`src/rtl/dram_seq_pkg.sv`:
```
package dram_seq_pkg;

  typedef enum logic [2:0] {
    ST_PAUSE,
    ST_WU_LO,
    ST_WU_HI,
    ST_IDLE,
    ST_CAS_SU,
    ST_RAS_LO,
    ST_PRECH
  } seq_state_e;

  // round up to whole cycles, never below one
  function automatic int unsigned ns2cyc(int unsigned ns, int unsigned mhz);
    int unsigned c;
    c = (ns * mhz + 999) / 1000;
    return (c == 0) ? 1 : c;
  endfunction

endpackage

```
`src/rtl/refresh_tick_gen.sv`:
```
module refresh_tick_gen #(
  parameter int unsigned PERIOD = 781
) (
  input  logic clk_i,
  input  logic rst_ni,
  input  logic en_i,
  output logic tick_o
);
  localparam int unsigned CW = (PERIOD > 1) ? $clog2(PERIOD) : 1;

  logic [CW-1:0] cnt_q;
  logic          wrap;

  assign wrap   = (cnt_q == CW'(PERIOD - 1));
  assign tick_o = en_i && wrap;

  always_ff @(posedge clk_i or negedge rst_ni) begin
    if (!rst_ni)   cnt_q <= '0;
    else if (en_i) cnt_q <= wrap ? '0 : cnt_q + 1'b1;
  end


  tick_spacing_chk: assert property (@(posedge clk_i) disable iff (!rst_ni)
    tick_o |=> !tick_o);
endmodule

```
`src/rtl/refresh_backlog.sv`:
```
module refresh_backlog #(
  parameter int unsigned MAX_PENDING = 4
) (
  input  logic clk_i,
  input  logic rst_ni,
  input  logic tick_i,
  input  logic take_i,
  output logic pending_o,
  output logic overflow_o
);
  localparam int unsigned PW = $clog2(MAX_PENDING + 1);

  logic [PW-1:0] pend_q;
  logic          full;

  assign full      = (pend_q == PW'(MAX_PENDING));
  assign pending_o = (pend_q != '0);

  always_ff @(posedge clk_i or negedge rst_ni) begin
    if (!rst_ni) begin
      pend_q     <= '0;
      overflow_o <= 1'b0;
    end else begin
      unique case ({tick_i, take_i})
        2'b10: if (full) overflow_o <= 1'b1;
               else      pend_q     <= pend_q + 1'b1;
        2'b01: pend_q <= pend_q - 1'b1;
        default: ;
      endcase
    end
  end


  take_nonempty_chk: assert property (@(posedge clk_i) disable iff (!rst_ni)
    take_i |-> pending_o);

  overflow_set_chk: assert property (@(posedge clk_i) disable iff (!rst_ni)
    (tick_i && !take_i && full) |=> overflow_o);

  overflow_sticky_chk: assert property (@(posedge clk_i) disable iff (!rst_ni)
    overflow_o |=> overflow_o);
endmodule

```
`src/rtl/strobe_sequencer.sv`:
```
module strobe_sequencer
  import dram_seq_pkg::*;
#(
  parameter int unsigned PAUSE_CYC = 10000,
  parameter int unsigned WARMUP    = 8,
  parameter int unsigned RAS_CYC   = 3,
  parameter int unsigned PRE_CYC   = 2,
  parameter int unsigned CSR_CYC   = 1
) (
  input  logic clk_i,
  input  logic rst_ni,
  input  logic start_i,
  output logic ras_n_o,
  output logic cas_n_o,
  output logic ready_o,
  output logic idle_o,
  output logic done_o
);
  localparam int unsigned MAXC = (PAUSE_CYC > RAS_CYC) ?
      ((PAUSE_CYC > PRE_CYC) ? PAUSE_CYC : PRE_CYC) :
      ((RAS_CYC > PRE_CYC) ? RAS_CYC : PRE_CYC);
  localparam int unsigned TW = $clog2(MAXC + 1);
  localparam int unsigned WW = (WARMUP > 1) ? $clog2(WARMUP) : 1;

  seq_state_e    state_q;
  logic [TW-1:0] tmr_q;
  logic [WW-1:0] wu_q;
  logic          tmr_zero;

  assign tmr_zero = (tmr_q == '0);
  assign ras_n_o  = !(state_q inside {ST_WU_LO, ST_RAS_LO});
  assign cas_n_o  = !(state_q inside {ST_CAS_SU, ST_RAS_LO});
  assign idle_o   = (state_q == ST_IDLE);

  always_ff @(posedge clk_i or negedge rst_ni) begin
    if (!rst_ni) begin
      state_q <= ST_PAUSE;
      tmr_q   <= TW'(PAUSE_CYC - 1);
      wu_q    <= '0;
      ready_o <= 1'b0;
      done_o  <= 1'b0;
    end else begin
      done_o <= 1'b0;
      if (!tmr_zero) tmr_q <= tmr_q - 1'b1;
      unique case (state_q)
        ST_PAUSE: if (tmr_zero) begin
          state_q <= ST_WU_LO;
          tmr_q   <= TW'(RAS_CYC - 1);
        end
        ST_WU_LO: if (tmr_zero) begin
          state_q <= ST_WU_HI;
          tmr_q   <= TW'(PRE_CYC - 1);
        end
        ST_WU_HI: if (tmr_zero) begin
          if (wu_q == WW'(WARMUP - 1)) begin
            state_q <= ST_IDLE;
            ready_o <= 1'b1;
          end else begin
            state_q <= ST_WU_LO;
            tmr_q   <= TW'(RAS_CYC - 1);
            wu_q    <= wu_q + 1'b1;
          end
        end
        ST_IDLE: if (start_i) begin
          state_q <= ST_CAS_SU;
          tmr_q   <= TW'(CSR_CYC - 1);
        end
        ST_CAS_SU: if (tmr_zero) begin
          state_q <= ST_RAS_LO;
          tmr_q   <= TW'(RAS_CYC - 1);
        end
        ST_RAS_LO: if (tmr_zero) begin
          state_q <= ST_PRECH;
          tmr_q   <= TW'(PRE_CYC - 1);
          done_o  <= 1'b1;
        end
        ST_PRECH: if (tmr_zero) state_q <= ST_IDLE;
        default: state_q <= ST_PAUSE;
      endcase
    end
  end

  // run-length monitors for the strobe timing checks
  logic [TW-1:0] lo_run_q, hi_run_q;
  always_ff @(posedge clk_i or negedge rst_ni) begin
    if (!rst_ni) begin
      lo_run_q <= '0;
      hi_run_q <= '0;
    end else begin
      lo_run_q <= ras_n_o ? '0 : lo_run_q + 1'b1;
      hi_run_q <= !ras_n_o ? '0 : ((hi_run_q == '1) ? hi_run_q : hi_run_q + 1'b1);
    end
  end


  cas_before_ras_chk: assert property (@(posedge clk_i) disable iff (!rst_ni)
    ($fell(ras_n_o) && !cas_n_o) |-> $past(!cas_n_o));

  ras_low_min_chk: assert property (@(posedge clk_i) disable iff (!rst_ni)
    $rose(ras_n_o) |-> (lo_run_q >= TW'(RAS_CYC)));

  ras_high_min_chk: assert property (@(posedge clk_i) disable iff (!rst_ni)
    $fell(ras_n_o) |-> (hi_run_q >= TW'(PRE_CYC)));

  ready_sticky_chk: assert property (@(posedge clk_i) disable iff (!rst_ni)
    ready_o |=> ready_o);

  done_pulse_chk: assert property (@(posedge clk_i) disable iff (!rst_ni)
    done_o |=> !done_o);
endmodule

```
`src/rtl/dram_refresh_seq.sv`:
```
module dram_refresh_seq
  import dram_seq_pkg::*;
#(
  parameter int unsigned CLK_MHZ       = 50,
  parameter int unsigned PAUSE_US      = 200,
  parameter int unsigned REF_WINDOW_US = 8000,
  parameter int unsigned REF_ROWS      = 512,
  parameter int unsigned WARMUP_CYCLES = 8,
  parameter int unsigned T_RAS_NS      = 60,
  parameter int unsigned T_RP_NS       = 40,
  parameter int unsigned T_CP_NS       = 10,
  parameter int unsigned T_CSR_NS      = 10,
  parameter int unsigned MAX_PENDING   = 4,
  parameter int unsigned CNT_W         = 16
) (
  input  logic             clk_i,
  input  logic             rst_ni,
  input  logic             grant_i,
  output logic             req_o,
  output logic             bus_own_o,
  output logic             ras_n_o,
  output logic             lcas_n_o,
  output logic             ucas_n_o,
  output logic             we_n_o,
  output logic             oe_n_o,
  output logic             ready_o,
  output logic             done_o,
  output logic             overflow_o,
  output logic [CNT_W-1:0] refresh_count_o
);
  localparam int unsigned PAUSE_CYC = PAUSE_US * CLK_MHZ;
  localparam int unsigned INT_CYC   = (REF_WINDOW_US * CLK_MHZ) / REF_ROWS;
  localparam int unsigned RAS_CYC   = ns2cyc(T_RAS_NS, CLK_MHZ);
  localparam int unsigned RP_CYC    = ns2cyc(T_RP_NS, CLK_MHZ);
  localparam int unsigned CP_CYC    = ns2cyc(T_CP_NS, CLK_MHZ);
  localparam int unsigned PRE_CYC   = (RP_CYC > CP_CYC) ? RP_CYC : CP_CYC;
  localparam int unsigned CSR_CYC   = ns2cyc(T_CSR_NS, CLK_MHZ);

  logic tick, pending, idle, start, cas_n;

  assign req_o     = idle && pending;
  assign start     = req_o && grant_i;
  assign bus_own_o = !idle;
  assign lcas_n_o  = cas_n;
  assign ucas_n_o  = cas_n;
  assign we_n_o    = 1'b1;
  assign oe_n_o    = 1'b1;

  refresh_tick_gen #(.PERIOD(INT_CYC)) u_tick (
    .clk_i, .rst_ni, .en_i(ready_o), .tick_o(tick)
  );

  refresh_backlog #(.MAX_PENDING(MAX_PENDING)) u_backlog (
    .clk_i, .rst_ni, .tick_i(tick), .take_i(start),
    .pending_o(pending), .overflow_o
  );

  strobe_sequencer #(
    .PAUSE_CYC(PAUSE_CYC), .WARMUP(WARMUP_CYCLES), .RAS_CYC(RAS_CYC),
    .PRE_CYC(PRE_CYC), .CSR_CYC(CSR_CYC)
  ) u_seq (
    .clk_i, .rst_ni, .start_i(start), .ras_n_o, .cas_n_o(cas_n),
    .ready_o, .idle_o(idle), .done_o
  );

  always_ff @(posedge clk_i or negedge rst_ni) begin
    if (!rst_ni)     refresh_count_o <= '0;
    else if (done_o) refresh_count_o <= refresh_count_o + 1'b1;
  end


  req_after_ready_chk: assert property (@(posedge clk_i) disable iff (!rst_ni)
    req_o |-> ready_o);

  count_step_chk: assert property (@(posedge clk_i) disable iff (!rst_ni)
    done_o |=> (refresh_count_o == $past(refresh_count_o) + 1'b1));
endmodule

```
`config.mk`:
```
export PLATFORM = sky130hd
export DESIGN_NAME = dram_refresh_seq
export DESIGN_NICKNAME = d
export VERILOG_FILES = /design/src/rtl/dram_seq_pkg.sv /design/src/rtl/refresh_tick_gen.sv /design/src/rtl/refresh_backlog.sv /design/src/rtl/strobe_sequencer.sv /design/src/rtl/dram_refresh_seq.sv
export SDC_FILE = /design/constraint.sdc
export NUM_CORES = 1
export LEC_CHECK = 0
export ABC_AREA = 0
export ABC_CLOCK_PERIOD_IN_PS = 2350
export BUFFER_PORTS_ARGS = -buffer_cell sky130_fd_sc_hd__buf_2
export CAP_MARGIN = 20
export CORE_UTILIZATION = 53
export DETAILED_ROUTE_END_ITERATION = 16
export PLACE_DENSITY_LB_ADDON = 0.25
export SLEW_MARGIN = 20
export SYNTH_ARGS = -nofsm -noshare
export SYNTH_HDL_FRONTEND = slang
export SYNTH_SLANG_ARGS = --single-unit
```
`constraint.sdc`:
```
create_clock -name clk_i -period 2.35 [get_ports clk_i]
set_input_delay 0.5875 -clock clk_i [delete_from_list [all_inputs] [get_ports clk_i]]
set_output_delay 0.5875 -clock clk_i [all_outputs]
set_load 0.01 [all_outputs]
```
======== Word-level counts from Yosys, hierarchy flattened ========
Index checks and enable logic that the tools add are counted.
word-level totals
  word-level logic and storage cells ...... 75
  register bits after elaboration ......... 52
  input bits .............................. 3
  output and inout bits ................... 26
cells by class
  bitwise logic cells ..................... 1
  $add $sub $neg .......................... 6
  muxes and demuxes ....................... 21
  reductions and logical operators ........ 19
  eq/ne operators ......................... 19
operators by type and width
  cell                                                  number
  2-to-1 mux 14 bit                                     6
  case mux 14 bit (4 select lines)                      1
  2-to-1 mux 3 bit                                      8
  case mux 3 bit (7 select lines)                       1
  adder 16 x 1 -> 16 bit (second input constant)        1
  equality test 3 bit (second input constant)           5
  zero test 14 bit                                      1
  != test 2 x 1 -> 1 bit (second input constant)        7
  subtractor 14 x 1 -> 14 bit (second input constant)   1
  adder 10 x 1 -> 10 bit (second input constant)        1
  equality test 10 bit (second input constant)          1
  2-to-1 mux 10 bit                                     1
  AND reduction 7 bit                                   1
  adder 3 x 1 -> 3 bit (second input constant)          2
  equality test 3 x 2 -> 1 bit (second input constant)  2
  case mux 3 bit (2 select lines)                       1
  AND reduction 3 bit                                   2
  nonzero test 2 bit                                    3
  AND reduction 2 bit                                   2
  OR reduction 2 bit                                    2
  equality test 3 x 1 -> 1 bit (second input constant)  1
  logical AND 1 bit                                     3
  zero test 1 bit                                       3
  zero test 3 bit                                       1
  8 further kinds                                       9

======== Longest topological paths before layout ========
Gate-level depths: netlist of the first run.
  word-level depth ........................ 6
  mapped depth ............................ 10

======== Modules after synthesis ========
Synthesis of the first run repeated with hierarchy kept, for this count alone.
second synthesis, totals
  cells, all modules ...................... 264
  area total of the unflattened synthesis .. 2,781.4 um^2
by module, submodules not included
  module            cells an instance  area each (um^2)  sequential area each (um^2)  instances
  strobe_sequencer  124                1,256.2           560.5                        1
  dram_refresh_seq  61                 719.4             400.4                        1
  refresh_tick_gen  51                 539.3             250.2                        1
  refresh_backlog   28                 266.5             100.1                        1

======== Least setup slack after synthesis of the first run ========
Ideal clock, no wire load.
  kind .................................... reg2reg
  start point ............................. reg u_seq.state_q[2]
  end point ............................... reg u_backlog.pend_q[1]
  setup time .............................. 0.091 ns
  stages on the path, launching flop included .. 9
  path slack .............................. 0.120 ns
  clock period less this slack ............ 2.230 ns
  arrival time ............................ 2.138 ns
  buffers on the path ..................... 1
  cells stage by stage .................... dfrtp_1 clkbuf_1 nor4b_2 and2_1 inv_1 fa_1 a211oi_1 a21oi_1 o221ai_1
on the way
  word-level cells in the longest chain between the ends .. 6
  elaborated cells between the ends (all ways) .. 9
  classes of those cells .................. eq/ne (4); mux (1); reduce/logical (4)
ends and longest elaborated chain
  item                                                                  RTL line                source
  start, declared                                                       strobe_sequencer.sv:25  seq_state_e state_q;
  start signal, assigned                                                strobe_sequencer.sv:37  state_q <= ST_PAUSE;
  start signal, assigned                                                strobe_sequencer.sv:47  state_q <= ST_WU_LO;
  start signal, assigned                                                strobe_sequencer.sv:51  state_q <= ST_WU_HI;
  equality test 3 x 2 -> 1 bit *                                        strobe_sequencer.sv:33  assign idle_o = (state_q == ST_IDLE);
  logical AND 1 bit *                                                   dram_refresh_seq.sv:41  assign req_o = idle && pending;
  logical AND 1 bit *                                                   dram_refresh_seq.sv:42  assign start = req_o && grant_i;
  equality test 2 bit or equality test 2 x 1 -> 1 bit (tied branches)   refresh_backlog.sv:24   unique case ({tick_i, take_i})
  != test 2 bit (no source line) or nonzero test 2 bit (tied branches)  n/a
  AND reduction 2 bit (no source line)                                  n/a
  end signal, assigned                                                  refresh_backlog.sv:26   else pend_q <= pend_q + 1'b1;
  end signal, assigned                                                  refresh_backlog.sv:27   2'b01: pend_q <= pend_q - 1'b1;
  end, declared                                                         refresh_backlog.sv:13   logic [PW-1:0] pend_q;
Every way passes the cells marked *; elsewhere a longest branch is shown, timed or not.
A chain may end at the register's enable or synchronous reset.

======== Worst setup path in the final report of the first run ========
  start point ............................. reg u_tick.cnt_q[5]
  end point ............................... reg u_backlog.pend_q[1]
on the way
  word-level cells in the longest chain between the ends .. 5
  elaborated cells between the ends (all ways) .. 8
  classes of those cells .................. eq/ne (4); mux (1); reduce/logical (3)
ends and longest elaborated chain
  item                                                                  RTL line                source
  start, declared                                                       refresh_tick_gen.sv:11  logic [CW-1:0] cnt_q;
  start signal, assigned                                                refresh_tick_gen.sv:19  else if (en_i) cnt_q <= wrap ? '0 : cnt_q + 1'b1;
  equality test 10 bit *                                                refresh_tick_gen.sv:14  assign wrap = (cnt_q == CW'(PERIOD - 1));
  logical AND 1 bit *                                                   refresh_tick_gen.sv:15  assign tick_o = en_i && wrap;
  equality test 2 bit or equality test 2 x 1 -> 1 bit (tied branches)   refresh_backlog.sv:24
  != test 2 bit (no source line) or nonzero test 2 bit (tied branches)  n/a
  AND reduction 2 bit (no source line)                                  n/a
Marked as above.

==> results of run 1 <==
[final cells by class]
type	count	area, um^2	area share (%)
clock inverter	3	25.0	0.828
timing repair buffer	33	183	6.05
sequential	52	1310	43.4
tap	67	83.8	2.77
inverter	10	37.5	1.24
clock buffer	5	68.8	2.28
multi-input combinational	193	1310	43.4
[cells in the final DEF (no fill, tap or decap), types with 2 or more instances in the layout]
master and instances:
nor2_1 22, and4_1 3, o221ai_1 2, and3_1 5, clkbuf_8 5, or3_1 2
conb_1 2, buf_2 26, nand3_1 13, dfstp_2 8, a21o_1 3, xnor2_1 24
a21oi_1 14, nor3_1 9, and2_1 3, nand2_1 17, inv_6 2, nand4_1 7
o21ai_0 11, nand2b_1 4, a211oi_1 5, inv_1 9, ha_1 9, xor2_1 7
dfrtp_1 43, mux2_2 3, or2_2 2, buf_4 7
[routing by layer]
layer	vias to the layer above	share of wire [%]	GRT usage, %
li1	991	-	-
met1	946	48	28.2
met2	43	47	31.7
met3	11	2.8	3.98
met4	0	2.1	8.76
met5	-	0	0
[power by group]
group | internal, mW | switching (mW)
Clock | 0.218 | 0.327
Combinational | 0.363 | 0.452
Sequential | 1.10 | 0.168
[worst min-delay path by stage]
stage	to	cells past startpoint
after CTS	refresh_count_o[8]	2
after floorplan	refresh_count_o[0]	0
after global routing	refresh_count_o[8]	2
after global placement	refresh_count_o[15]	1
after detailed placement	refresh_count_o[15]	1
final	refresh_count_o[8]	2
[critical path, cell delays in order (launching register included)]
cell and delay [ps]:
dfrtp_1 440, nor4b_4 320, nand4_1 150, and2_2 250, inv_1 70, fa_1 440
a211oi_1 220, a21oi_1 60, o221ai_1 150
[metrics by stage]
stage | instances | area (um^2) | worst slack, ps
after floorplan | 267 | 2710 | 120
final | 363 | 3020 | 167
after global routing | 363 | 3020 | -1.30
after global placement | 355 | 2900 | 202
after detailed placement | 355 | 2900 | 107
after CTS | 363 | 3000 | 72.8
[flip-flops by register name (all words and copies together), names as in the netlist]
signal,flops
u_seq.done_o,1
u_backlog.pend_q,3
u_backlog.overflow_o,1
u_tick.cnt_q,10
u_seq.wu_q,3
refresh_count_o,16
u_seq.ready_o,1
u_seq.state_q,3
u_seq.tmr_q,14
[synthesized netlist by cell type, types with 8 or more instances]
cell | count | area (um^2)
ha_1 | 9 | 113
a21oi_1 | 14 | 70.1
nor2_1 | 22 | 82.6
xnor2_1 | 24 | 210
o21ai_0 | 11 | 55.1
dfrtp_1 | 44 | 1100
inv_1 | 9 | 33.8
nand3_1 | 13 | 65.1
dfstp_2 | 8 | 210
nand2_1 | 17 | 63.8
nor3_1 | 9 | 45.0
[logic make-up (layout without fill, tap and decap cells)]
logic type,after synthesis,in the layout,synth area share (%)
and+or+nand+nor,101,101,20.4
DFF,52,52,48.4
AOI/OAI and AO/OA,46,46,10.8
xor gates and xnor gates,31,31,10.0
buffers and inverters,22,51,4.11
adders and majority gates,10,10,4.90
muxes,3,3,1.25
other,1,2,0.138
==> results.ini, run 1 <==
[sta]
fin_crit_ps=2180
rsz0062_at_grt=yes
fin_skew_ps=7.04
fin_crit_sh_pct=92.9
tightest_slew_ps=648
hold_viol=0
hold-worst-slack_ps=371
max_slew_margin_pct=56.8
final.setup.tns_ps=0
setup_violations=0
fmax_ghz=0.458
maxSlewViolCount=0

[placed_design]
place.gp.congestion=0.917
io_buffers=26
dp_hpwl_mm=3.40

[power]
power_mw=2.63
ir_drop_v=0.000466
p_per_area_nw_per_um2=871
leakagePower_nw=1.41

[clocking]
ctsHoldBuffers=0
numCtsBuffers=5
cts_max_level=2
clockBufferDepth=2
cts.sinks=52
post_cts_buffers=0
clk_latency_ps=310
cts_tree=built
post_cts_resized=0
clk_pin_slew_ps=110
cts_root_buf=clkbuf_8

[die]
rows=25
initial_core_util_pct=56.2
core_area_um2=4820
die_w_um=73.5
die_area_um2=5400
die_h_um=73.5
ioPinCount=29

[yosys]
synth_cells=266
syn_area_um2=2710
ys_warn_count=0
synth-edff-count=0
synthDistinctLibCells=53
ys_seq_elements=52
ys.flop_type=dfrtp_1
ys_seq_area_share_pct=48.4
syn_area_per_cell_um2=10.2
async_flop_share_pct=100

[detailed_routing]
wirelength_mm=5.07
drt_iter0_markers=104
ant_nets=0
drc_errors=0
wl_per_cell_um=14.0
vias_per_cell=5.48
num_vias=1991
drtPass1Iterations=4

[finish]
syn_to_final_growth_pct=11.6
finalNetCount=308
fillCellCount=429
final_util_pct=62.7
insertedDiodeCount=0
drive_gt1_share_pct=21.6

[run_status]
status=completed

[hold_path]
hold_path.class=in -> async

[setup_path]
r2r-end=u_backlog.pend_q[1]
ff2ff_setup_slack_ps=170
start_kind=flip-flop
setup.worst_path.class=reg -> reg
worstRegToRegCells=8
crit_path_start=u_tick.cnt_q[5]
required_ps=2580
cp-end-kind=flip-flop
r2r_start=u_tick.cnt_q[5]
crit_end=u_backlog.pend_q[1]
worstPathMaxFanout=5
worstPathArrival_ps=2410

[global_routing]
grt_pass1_vias=1861
grt_use_total_pct=20.5
grt_overflow_total=0
grt_first_pass_wirelength_mm=8.49
grt_max_degree=53
antenna_found_initial=0

[job]
cap_violations=0

Power figures use the tool's default switching activity.
==> inputs of run 2 (changes only) <==
--- a/config.mk
+++ b/config.mk
@@ -15,4 +15,5 @@
 export SLEW_MARGIN = 20
 export SYNTH_ARGS = -nofsm -noshare
 export SYNTH_HDL_FRONTEND = slang
+export SYNTH_HIERARCHICAL = 1
 export SYNTH_SLANG_ARGS = --single-unit
==> results.ini, run 2 <==
[sta]
hold_viol=0
fin_skew_ps=7.06
fin_crit_sh_pct=99.1
fmax_ghz=0.429
tightest_slew_ps=644
fin_crit_ps=2330
hold-worst-slack_ps=376
rsz0062_at_grt=yes
max_slew_margin_pct=57.1
maxSlewViolCount=0
final.setup.tns_ps=0
setup_violations=0

[yosys]
synth_common_cells=dfrtp_1 (44), nor2_1 (16), nand2_1 (15), xnor2_1 (15), inv_1 (13)
synthDistinctLibCells=65
async_flop_share_pct=100
synth_area_leaders=dfrtp_1 (40%), dfstp_2 (7.6%), xnor2_1 (4.7%)
synth-edff-count=0
ys.flop_type=dfrtp_1
yosysTopAreaCell=dfrtp_1
synth.most_common_cell=dfrtp_1
ys_seq_elements=52
syn_area_per_cell_um2=10.5
syn_area_um2=2780
ys_warn_count=6
synth_cells=264
ys_seq_area_share_pct=47.1
synth.top_cell.area_share_pct=39.6

[finish]
top_regs=refresh_count_o (16), u_seq/tmr_q (14), u_tick/cnt_q (10)
largest_reg_flops=16
finalNetCount=312
layout_commonest_cell=dfrtp_1
layout_common_cells=dfrtp_1 (44), buf_2 (26), nor2_1 (16), xnor2_1 (15), nand2_1 (15)
final_util_pct=62.0
drive_gt1_share_pct=27.3
instances_no_fill=370
insertedDiodeCount=0
regMostFlops=refresh_count_o
syn_to_final_growth_pct=13.1

[global_routing]
antenna_found_initial=0
grt_use_total_pct=21.2
grt_max_degree=53
grt_overflow_total=0
grt_first_pass_wirelength_mm=9.07
grt_pass1_vias=2007

[job]
cap_violations=0

[die]
die_h_um=74.4
ioPinCount=29
die_area_um2=5540
core_area_um2=5070
die_w_um=74.4
initial_core_util_pct=54.8
rows=26

[power]
power_mw=1.45
p_comb_share_pct=1.4
leakagePower_nw=1.45
p_per_area_nw_per_um2=459
pwr-share-clk_pct=36.7
p_int_mw=1.12
p_switching_uw=329
ir_drop_v=0.000241
seqPwrFrac_pct=61.9
switching_share_pct=22.8

[clocking]
ctsHoldBuffers=0
cts_root_buf=clkbuf_8
clk_latency_ps=300
cts_tree=built
clk_pin_slew_ps=100
clockBufferDepth=2
cts_max_level=2
cts.sinks=52
numCtsBuffers=5

[placed_design]
io_buffers=26
dp_hpwl_mm=3.74
dp_cells=361
place.gp.congestion=0.818

[setup_path]
cpPeakStageDelay_ps=410
r2r_start=u_tick/cnt_q[0]
worstPathArrival_ps=2520
cpMaxStageDelayCell=dfrtp_1
setup.worst_path.class=reg -> reg
crit_path_start=u_tick/cnt_q[0]
required_ps=2540
crit_chain=inv_2, ha_1, nand4b_1, and4bb_4, and2_4, nand2b_4, fa_2, or3b_4, o21ai_4, a21boi_2
start_kind=flip-flop
cp-end-kind=flip-flop
worstPathMaxFanout=5

[detailed_routing]
vias_per_cell=5.65
wirelength_mm=5.21
wl_per_cell_um=14.1
ant_nets=0
num_vias=2091
drt_iter0_markers=89
drc_errors=0
drtPass1Iterations=4

[run_status]
status=completed

[hold_path]
hold_path.class=in -> async

==> run 2: final cells by class <==
cell class	instances	area [um^2]
inverters	13	48.8
clock inverters	3	27.5
well taps	70	87.6
clock buffers	5	68.8
multi-input cells	188	1380
repair buffers	39	228
flip-flops and latches	52	1310
fillers	439	1930
==> run 2: through the flow <==
stage	instance area, um^2	setup slack [ps]
floorplan	2800	28.1
global route	3150	-100
global placement	3030	133
CTS	3120	35.3
finish	3150	20.0
detailed placement	3030	33.8
==> run 2: final timing paths <==
check                                      end  slack [ps]  cells past startpoint
max in group asynchronous       u_seq/tmr_q[6]        1540                      2
min in group clk_i               u_seq/wu_q[0]         480                      1
hold / removal              refresh_count_o[9]         380                      2
setup reg to reg           u_backlog/pend_q[2]          20                     10
setup / recovery           u_backlog/pend_q[2]          20                     10
hold reg to reg                  u_seq/wu_q[0]         480                      1
==> run 2: repair_timing <==
| item | in CTS | in global routing |
|---|---|---|
| buffers inserted | 0 | 1 |
| setup endpoints to repair | 0 | 1 |
| gates resized for setup | 0 | 5 |
==> run 2: power by group through the flow <==
stage | Combinational (mW) | Clock (mW) | Sequential [mW]
floorplan | 0.00386 | 0 | 0.912
global placement | 0.0218 | 0 | 0.912
detailed placement | 0.0221 | 0 | 0.912
CTS | 0.0220 | 0.561 | 0.895
global route | 0.0246 | 0.592 | 0.895
finish | 0.0203 | 0.530 | 0.895
==> run 2: metal layers <==
layer	GRT usage [%]	vias up	part of all wire [%]
met5	0	-	0
met4	6.08	0	0.98
met3	3.93	6	2.5
met2	38.1	32	51
met1	25.7	1034	45
li1	-	1019	-
==> run 2: cell families after synthesis <==
kind of cell | count (synthesis) | share of synthesized area [%]
AO/OA/AOI/OAI | 53 | 13.2
XOR/XNOR | 25 | 7.87
adder cells (fa/ha/maj) | 10 | 4.77
buffers and inverters | 25 | 4.54
flip-flops | 52 | 47.1
multiplexers | 5 | 1.93
other | 1 | 0.135
AND/OR/NAND/NOR | 93 | 20.4
==> run 2: worst max-delay path: cells and delay by family (launching register included) <==
| family | cells | cell delay, ps |
|---|---|---|
| and+or+nand+nor | 5 | 1010 |
| adders and majority gates | 2 | 540 |
| DFF | 1 | 410 |
| AOI/OAI and AO/OA | 2 | 220 |
| buffers and inverters | 1 | 60 |
==> inputs of run 3 (changes only) <==
==> constraint.sdc (replaced) <==
create_clock -name clk_i -period 2.35 [get_ports clk_i]
set_input_delay 0.1175 -clock clk_i [delete_from_list [all_inputs] [get_ports clk_i]]
set_output_delay 0.1175 -clock clk_i [all_outputs]
set_load 0.01 [all_outputs]
==> results.ini, run 3 (synthesis results as in run 2) <==
[finish]
layout_common_cells=dfrtp_1 (44), buf_2 (26), nor2_1 (16), xnor2_1 (15), nand2_1 (15)
regMostFlops=refresh_count_o
syn_to_final_growth_pct=14.3
finalNetCount=312
final_util_pct=62.6
largest_reg_flops=16
seqCellArea_um2=1310
fillCellCount=427
layout_commonest_cell=dfrtp_1
insertedDiodeCount=0
top_regs=refresh_count_o (16), u_seq/tmr_q (14), u_tick/cnt_q (10)
drive_gt1_share_pct=27.7
multi_input_area_um2=1380

[setup_path]
cpMaxStageDelayCell=dfrtp_1
cpPeakStageDelay_ps=410
cp-end-kind=flip-flop
required_ps=2550
crit_chain=inv_2, ha_2, nand4b_1, and4bb_4, and2_4, nand2b_4, fa_2, or3b_4, o21ai_2, a21boi_2
crit_buf_inv=1
crit_family=simple AND/OR/NAND/NOR gates
setup.worst_path.class=reg -> reg
worstPathArrival_ps=2480
start_kind=flip-flop
worstPathMaxFanout=5

[detailed_routing]
ant_nets=0
num_vias=2103
vias_per_cell=5.68
drtPass1Iterations=4
drt_iter0_markers=88
drc_errors=0
wl_per_cell_um=14.2
wirelength_mm=5.27

[sta]
fin_skew_ps=6.15
fmax_ghz=0.438
tightest_slew_ps=636
hold_viol=0
maxSlewViolCount=0
fin_crit_sh_pct=97.0
setup_violations=0
fin_crit_ps=2280
max_slew_margin_pct=57.6
hold-worst-slack_ps=362

[global_routing]
grt_first_pass_wirelength_mm=8.87
grt_max_degree=53
grt_use_total_pct=21.1
grt_pass1_vias=2020
grt_overflow_total=0
antenna_found_initial=0

[placed_design]
io_buffers=26
place.gp.congestion=0.852
dp_hpwl_mm=3.74

[die]
initial_core_util_pct=54.8
core_area_um2=5070
die_area_um2=5540
ioPinCount=29
die_w_um=74.4
rows=26
die_h_um=74.4

[clocking]
cts_tree=built
cts_max_level=2
cts.sinks=52
clockBufferDepth=2
numCtsBuffers=5
clk_latency_ps=310
clk_pin_slew_ps=90
cts_root_buf=clkbuf_8
post_cts_buffers=0

[power]
power_mw=1.58
p_per_area_nw_per_um2=498
ir_drop_v=0.000263
leakagePower_nw=1.47

[run_status]
status=completed

[hold_path]
hold_path.class=in -> reg

[job]
cap_violations=0

## run 3: cell types whose count changed in the layout (fill, tap and decap cells not counted)
cell           before  now
buf_4              13   12
bufinv_16           0    1
clkbuf_8            5    7
clkinv_4            1    0
clkinvlp_4          1    0
dlygate4sd3_1       0    1
ha_1                9    8
ha_2                0    1
inv_8               1    0
nand3_1            10    9
nand3_2             0    1
o21ai_2             2    3
o21ai_4             1    0
## run 3: power breakdown
part           switching, mW  internal, mW  total, mW
clock network          0.291         0.376      0.667
logic                 0.0181       0.00331     0.0214
registers                  0         0.895      0.895
total                  0.309          1.27       1.58
## run 3: worst reg2reg max path, cell delays in order (launching register included)
cell and delay (ps):
dfrtp_1 410, inv_2 60, ha_2 180, nand4b_1 90
and4bb_4 220, and2_4 160, nand2b_4 140, fa_2 340
or3b_4 390, o21ai_2 130, a21boi_2 70
## run 3: timing repair
action,4_1_cts,5_1_grt
endpoints found under the setup margin,0,1
hold endpoints to repair,44,0
hold buffers,1,0
resized for setup,0,6
## run 3: layout make-up
cell class                 count  share of cell area [%]
clock buffer                   7                    3.03
clock inverter                 1                   0.945
inverter                      13                    1.53
multi-input combinational    188                    43.3
sequential                    52                    41.2
tap                           70                    2.75
timing repair buffer          39                    7.24
## run 3: path summary, 6_finish.rpt
kind | startpoint | endpoint | slack, ps | cells past startpoint
worst max-delay path | u_tick/cnt_q[0] | u_backlog/pend_q[2] | 70 | 10
worst min-delay path | grant_i | u_backlog/pend_q[1] | 360 | 4
worst max register to register | u_tick/cnt_q[0] | u_backlog/pend_q[2] | 70 | 10
worst min register to register | u_seq/wu_q[0] | u_seq/wu_q[0] | 480 | 1
max in group asynchronous | rst_ni | refresh_count_o[4] | 1470 | 3
min in group asynchronous | rst_ni | refresh_count_o[7] | 440 | 3
## run 3: routing by layer
| layer | track usage, % | part of all wire, % |
|---|---|---|
| met1 | 25.3 | 45 |
| met5 | 0 | 0 |
| met4 | 7.76 | 1.5 |
| met2 | 37.3 | 51 |
| met3 | 4.34 | 2.6 |
## run 3: metrics by stage
step | setup slack (ps) | cells | TNS [ps] | area, um^2
2_1_floorplan | 28.1 | 265 | 0 | 2800
3_3_place_gp | 132 | 361 | 0 | 3030
3_5_place_dp | 71.7 | 361 | 0 | 3030
4_1_cts | 50.5 | 370 | 0 | 3160
5_1_grt | -23.9 | 370 | -23.9 | 3180
6_report | 69.4 | 370 | 0 | 3180
